File: src/rtl/msg_fifo_mbox.sv
module msg_fifo_mbox #(
  parameter int DEPTH = 4,
  parameter int DW    = 32
) (
  input  logic          clk,
  input  logic          rst_n,
  input  logic [1:0]    host_sel,
  input  logic          host_wr,
  input  logic          host_rd,
  input  logic [DW-1:0] host_wdata,
  output logic [DW-1:0] host_rdata,
  input  logic          core_pop,
  output logic [DW-1:0] core_rdata,
  input  logic          core_push,
  input  logic          core_mbox_wr,
  input  logic [DW-1:0] core_wdata,
  input  logic          core_watch,
  output logic [3:0]    flags
);
  localparam int AW = (DEPTH > 1) ? $clog2(DEPTH) : 1;
  localparam int CW = $clog2(DEPTH + 1);
  localparam logic [CW-1:0] FULL = CW'(DEPTH);
  localparam logic [AW-1:0] LAST = AW'(DEPTH - 1);
  localparam logic [DW-1:0] CLR_KEY = DW'(32'h0000F0F0);

  logic [DW-1:0] in_mem [DEPTH];
  logic [DW-1:0] out_mem[DEPTH];
  logic [AW-1:0] in_rp, in_wp, out_rp, out_wp;
  logic [CW-1:0] in_cnt, out_cnt;
  logic          out_en, in_en, out_wen, in_wen;
  logic [DW-1:0] mbox_q;
  logic          mbox_pend;

  wire sel_data = host_sel == 2'd0;
  wire in_ne    = in_cnt != '0;
  wire in_nf    = in_cnt != FULL;
  wire out_ne   = out_cnt != '0;
  wire out_nf   = out_cnt != FULL;
  wire in_push  = host_wr && sel_data && in_wen && in_nf;
  wire in_pop   = core_pop && in_ne;
  wire out_push = core_push && out_wen && out_nf;
  wire out_pop  = host_rd && sel_data && out_ne;
  wire mbox_clr = host_wr && host_sel == 2'd3 && host_wdata == CLR_KEY;

  assign flags = {core_watch, out_en && out_ne, in_en && in_ne, mbox_pend};
  assign core_rdata = in_ne ? in_mem[in_rp] : '0;

  logic [31:0] status_w, ctrl_w;
  always_comb begin
    status_w = '0;
    status_w[16] = out_en && out_ne;
    status_w[17] = in_en && in_nf;
    status_w[18] = out_en && out_nf;
    status_w[19] = in_en && in_ne;
    status_w[23:20] = flags;
    ctrl_w = '0;
    ctrl_w[16] = out_en;
    ctrl_w[17] = in_en;
    ctrl_w[24] = out_wen;
    ctrl_w[25] = in_wen;
  end

  always_comb begin
    case (host_sel)
      2'd0:    host_rdata = out_ne ? out_mem[out_rp] : '0;
      2'd1:    host_rdata = DW'(status_w);
      2'd2:    host_rdata = DW'(ctrl_w);
      default: host_rdata = mbox_q;
    endcase
  end

  always_ff @(posedge clk) begin
    if (in_push)  in_mem[in_wp]   <= host_wdata;
    if (out_push) out_mem[out_wp] <= core_wdata;
  end

  always_ff @(posedge clk or negedge rst_n) begin
    if (!rst_n) begin
      in_rp <= '0; in_wp <= '0; in_cnt <= '0;
      out_rp <= '0; out_wp <= '0; out_cnt <= '0;
      out_en <= 1'b1; in_en <= 1'b1; out_wen <= 1'b1; in_wen <= 1'b1;
      mbox_q <= '0; mbox_pend <= 1'b0;
    end else begin
      if (in_push)  in_wp  <= (in_wp == LAST) ? '0 : in_wp + 1'b1;
      if (in_pop)   in_rp  <= (in_rp == LAST) ? '0 : in_rp + 1'b1;
      if (out_push) out_wp <= (out_wp == LAST) ? '0 : out_wp + 1'b1;
      if (out_pop)  out_rp <= (out_rp == LAST) ? '0 : out_rp + 1'b1;
      in_cnt  <= in_cnt + CW'(in_push) - CW'(in_pop);
      out_cnt <= out_cnt + CW'(out_push) - CW'(out_pop);
      if (host_wr && host_sel == 2'd2) begin
        out_en  <= host_wdata[16];
        in_en   <= host_wdata[17];
        out_wen <= host_wdata[24];
        in_wen  <= host_wdata[25];
      end
      if (mbox_clr) begin
        mbox_q <= '0; mbox_pend <= 1'b0;
      end else if (core_mbox_wr) begin
        mbox_q <= core_wdata; mbox_pend <= 1'b1;
      end
    end
  end


  in_full_drop_chk: assert property (@(posedge clk) disable iff (!rst_n)
    (!in_nf && host_wr && sel_data && !core_pop) |=> (in_cnt == FULL && $stable(in_rp)));

  out_empty_zero_chk: assert property (@(posedge clk) disable iff (!rst_n)
    (!out_ne && sel_data) |-> (host_rdata == '0));

  in_empty_pop_chk: assert property (@(posedge clk) disable iff (!rst_n)
    (!in_ne && core_pop && !(host_wr && sel_data)) |=> (in_cnt == '0));

  in_flag_gate_chk: assert property (@(posedge clk) disable iff (!rst_n)
    !in_en |-> !flags[1] && !host_rdata[19] || host_sel != 2'd1);

  out_flag_gate_chk: assert property (@(posedge clk) disable iff (!rst_n)
    !out_en |-> !flags[2]);

  mbox_clear_chk: assert property (@(posedge clk) disable iff (!rst_n)
    mbox_clr |=> (mbox_q == '0 && !flags[0]));
endmodule

File: config.mk
export PLATFORM = sky130hd
export DESIGN_NAME = msg_fifo_mbox
export DESIGN_NICKNAME = d
export VERILOG_FILES = /design/src/rtl/msg_fifo_mbox.sv
export SDC_FILE = /design/constraint.sdc
export NUM_CORES = 1
export LEC_CHECK = 0
export BUFFER_PORTS_ARGS = -buffer_cell sky130_fd_sc_hd__buf_2
export CAP_MARGIN = 5
export CORE_ASPECT_RATIO = 1.4
export CORE_UTILIZATION = 53
export DETAILED_ROUTE_END_ITERATION = 10
export HOLD_SLACK_MARGIN = 0.1
export PLACE_DENSITY = 0.76
export SLEW_MARGIN = 20
export SYNTH_ARGS = -nofsm -noshare
export SYNTH_HDL_FRONTEND = slang
export SYNTH_SLANG_ARGS = --single-unit
File: constraint.sdc
create_clock -name clk -period 2.4 [get_ports clk]
set_input_delay 0.36 -clock clk [delete_from_list [all_inputs] [get_ports clk]]
set_output_delay 0.36 -clock clk [all_outputs]
set_load 0.05 [all_outputs]
; After elaboration in Yosys (flattened, before gate mapping)
; Memories as Yosys holds them, arrays and structs flattened.
; Index checks and enable logic that the tools add are counted.
[totals]
ff_bits = 51
mem_bits_rw = 256
inputBits = 74
out_inout_bits = 68
elab_cells = 66
mem_count = 2
[op_classes]
n_addsub = 8
n_eq_ne = 10
n_mux = 15
reduce_logical = 19
[mem_list]
columns = memory, depth, width, rd, rd_clocked_by_memory_dff, write_ports, line
row1 = in_mem, 4, 32, 1, 0, 1, 26  ; logic [DW-1:0] in_mem [DEPTH];
row2 = out_mem, 4, 32, 1, 0, 1, 27  ; logic [DW-1:0] out_mem[DEPTH];
[op_table]
columns = cell, count
row1 = $mux 32, 4
row2 = $pmux 32 s3, 1
row3 = $eq 32x16->1 const B, 1
row4 = $logic_and 1x1->1, 15
row5 = $eq 2x2->1 const B, 6
row6 = $add 2x1->2 const B, 4
row7 = $mux 2, 4
row8 = $add 3x1->3, 2
row9 = $mux 1, 6
row10 = $ne 3x3->1 const B, 2
row11 = $reduce_bool 3->1, 2
row12 = $sub 3x1->3, 2
row13 = $eq 2x1->1 const B, 1
row14 = $logic_not 2->1, 1
row15 = $reduce_bool 2->1, 1

; Longest topological paths before layout
[depth]
depth_word = 6
depth_mapped = 10
depth_no_buf = 9

; Worst setup path after synthesis
; Ideal clock, no wire load.
[synth_timing]
path_kind = register to output
startpoint = register in_en
endpoint = output host_rdata[21]
arrival_time_ns = 1.991
required_ns = 2.040
path_slack_ns = 0.049
stages_incl_launch_ff = 4
path_buffers = 0
path_cell_list = dfstp_2 -> o31a_1 -> o21ai_0 -> a21oi_1
[synth_between]
elab_chain_cells = 2
[synth_rtl]
columns = item, line
row1 = "start, declared", 30  ; logic out_en, in_en, out_wen, in_wen;
row2 = "start signal, assigned", 92  ; in_en <= host_wdata[17];
row3 = $logic_and 1x1->1, 45  ; assign flags = {core_watch, out_en && out_ne, in_en && in_ne, mbox_pend};
row4 = net flags[1], 18  ; output logic [3:0] flags
row5 = $pmux 32 s3, 64  ; case (host_sel)
row6 = "end, declared", 11  ; output logic [DW-1:0] host_rdata,
; The timed path passes the listed nets, and every way through them passes these cells.

; Worst setup path in the final report
[layout_timing]
startpoint = register out_rp[0]
endpoint = output host_rdata[28]
[layout_between]
elab_chain_cells = 3
[layout_rtl]
columns = item, line
row1 = "start, declared", 28  ; logic [AW-1:0] in_rp, in_wp, out_rp, out_wp;
row2 = "start signal, assigned", 87  ; if (out_pop) out_rp <= (out_rp == LAST) ? '0 : out_rp + 1'b1;
row3 = $mem_v2 4x32, --
row4 = $mux 32, 65  ; 2'd0: host_rdata = out_ne ? out_mem[out_rp] : '0;
row5 = $pmux 32 s3, 64
; Every way passes these cells.

==> impl_metrics.yaml <==
logic_synthesis:
  syn_nets: 749
  syn_inst: 659
  ys_warn_count: 0
  yosysUniqueCellTypes: 47
  synth_flop_cell: "edfxtp_1"
  ys_seq_area_share_pct: 71.4
  ys_ff_latch: 307
  synth_edf_count: 256
  ys_top_cells_by_area: "edfxtp_1 (61%), mux4_2 (11%), dfrtp_1 (9.4%)"
  syn_area_per_cell_sq_um: 19.1
  synth_area_sq_um: 12600
  synth_area_leader_cell: "edfxtp_1"
  synth_top_area_share_pct: 61.2
  synthArstFlopShare_pct: 16.6
worst_setup_path:
  r2r_cells: 9
  r2r_slack_ns: -0.07
  path_cells: "buf_12, buf_16, mux4_2, a22o_1, buf_6"
  slowest_delay_ns: 0.54
  path_buf_inv: 3
  worstPathRequired_ns: 2.04
  crit_slowest_cell: "mux4_2"
  critPathKind: "flop to primary output"
  cp_max_fo: 8
  r2r_start: "out_cnt[1]$_DFF_PN0_"
  worstSetupEndpointType: "primary output"
  arrival_ns: 2.19
  cp_top_family: "multiplexers"
  cp-start-kind: "flop"
  reg2reg_to: "out_cnt[2]$_DFF_PN0_"
sta:
  fmax_mhz: 393
  post-route-min-period_ns: 2.55
  slew_violations: 0
  setup-tns-final_ns: -4.41
  fin_worst_skew_ns: 0.0103
  hold_viol: 0
  slew_headroom_pct: 36.8
  period_share_pct: 106
  tightest_slew_ns: 0.949
  setup_ws_ns: -0.145
  rsz0062_at_grt: "yes"
  setup_violations: 57
power_and_ir_drop:
  powerDensity_nw_per_um2: 1170
  power_w: 0.0195
  p_leak_nw: 6.16
  ir_drop_v: 0.000969
routing:
  drc_errors: 0
  drt_iter0_drc: 541
  routedWlPerCell_um: 25.7
  dr.pass1.iters: 5
  ant_nets: 0
  post_drt_via_cell_ratio: 6.00
  totalWireLength_um: 31300
  vias: 7324
worst_hold_path:
  holdPathEnd: "in_mem[0][17]$_DFFE_PP_"
  hold_start: "host_wdata[17]"
  holdCritPathClass: "primary input to flop"
  holdPathStages: 1
clock_network:
  root_buffer: "clkbuf_16"
  path_clk_slew_ns: 0.07
  cts_buffers: 29
  clockBufferDepth: 3
  cts_sinks: 307
  htreeDepth: 1
  insertion_delay_ns: 0.55
  cts_tree: "done"
placed_design:
  gp_congestion: 0.804
  placedCellCount: 1083
  dp_hpwl_um: 16400
  io_buffers: 141
  post-place-ws_ns: 0.109
floorplan:
  dieWidth_um: 132
  placementRows: 66
  initial_core_util_pct: 54.1
  coreArea_sq_um: 23200
  fp.dieH_um: 184
  dieArea_sq_um: 24300
  pin_count: 142
final_layout:
  final_nets: 981
  mostFrequentLayoutCells: "edfxtp_1 (256), buf_2 (77), mux4_2 (64)"
  area_delta_synth_final_pct: 32.4
  layout-drive-gt1-share_pct: 40.8
  final_common_cell: "edfxtp_1"
  fin_cells: 1221
grt:
  antenna_found_initial: 1
  grt_overflow: 0
  grt_pass1_wl_um: 46000
  grt_pass1_vias: 7911
  track_usage_pct: 25.7
  grt_max_degree: 35
outcome:
  status: "finished with violations"
  failed_checks: "negative setup slack"
job:
  drv_cap: 0
[per-stage QoR]
stage               util, %  cell area, sq um  hold WS (ns)
floorplan                 -             12600        0.0644
global route           71.7             16600         0.109
finish                 71.7             16600         0.116
CTS                    70.6             16400         0.103
global placement       59.4             13800         0.491
detailed placement     59.4             13800         0.513
[synthesized netlist by cell type (4+ instances only)]
master / number
edfxtp_1: 256
clkbuf_1: 12
a31oi_1: 35
dfrtp_1: 47
nor2_1: 9
a21oi_1: 6
mux2_2: 8
o2bb2ai_1: 4
and2_2: 4
buf_4: 7
inv_1: 14
nand3_1: 6
xnor2_1: 4
ha_1: 14
mux2i_1: 34
buf_2: 19
nand2_1: 6
dfstp_2: 4
nor2b_1: 30
buf_6: 7
mux4_2: 64
mux2_4: 4
a22o_1: 22
and2_1: 7
[routing by layer]
metal,global-route usage [%],wire [um],up-vias
li1,-,-,3116
met1,29.4,10800,3744
met2,48.6,17300,390
met3,3.99,2120,74
met4,8.79,1100,0
met5,0,0,-
[repair_timing]
action                     CTS  global route
resized for setup          177            55
hold buffers                63             0
setup buffers               11             5
pin swaps                    8             5
hold endpoints to repair   276             0
setup endpoints to repair   60            65
cloned                       7             1
[worst max-delay path by stage]
stage                               start              endpoint  slack [ns]  cells after the start
global placement              host_sel[0]   in_cnt[2]$_DFF_PN0_        0.20                     10
floorplan               in_en$_DFFE_PN1P_        host_rdata[21]        0.05                      3
detailed placement   out_cnt[0]$_DFF_PN0_  out_cnt[2]$_DFF_PN0_        0.11                      8
CTS                 out_rp[0]$_DFFE_PN0P_        host_rdata[13]       -0.17                      5
finish              out_rp[0]$_DFFE_PN0P_        host_rdata[28]       -0.15                      5
global route        out_rp[0]$_DFFE_PN0P_         host_rdata[2]       -0.20                      5
[registers in the layout (all words and copies together) (netlist names), 2 cells and up]
| name | cells |
|---|---|
| in_cnt | 3 |
| in_mem | 128 |
| in_rp | 2 |
| in_wp | 2 |
| mbox_q | 32 |
| out_cnt | 3 |
| out_mem | 128 |
| out_rp | 2 |
| out_wp | 2 |
[logic make-up after synthesis]
kind of cell             after synthesis  share of synthesized area, %
AND/OR/NAND/NOR                       85                          4.18
flip-flops                           307                          71.4
adder cells (fa/ha/maj)               16                          1.71
AO/OA/AOI/OAI                         75                          4.33
multiplexers                         110                          15.4
buffers and inverters                 62                          2.68
XOR/XNOR                               4                         0.279
[area by class of cell]
type	count	area, sq um
Timing Repair Buffer	248	2510
Multi-Input combinational cell	290	3680
Fill cell	1336	6570
Clock buffer	38	790
Antenna cell	1	2.50
Inverter	15	56.3
Tap cell	306	383
Sequential cell	307	8970
Clock inverter	16	243
[where the power goes]
group          internal (W)  leakage (nW)  switching, W
Combinational       0.00374          2.76       0.00425
Clock               0.00297         0.495       0.00193
Sequential          0.00632          2.90      0.000319
Total                0.0130          6.16       0.00650
Note: power is estimated with default switching activity, not from simulation.
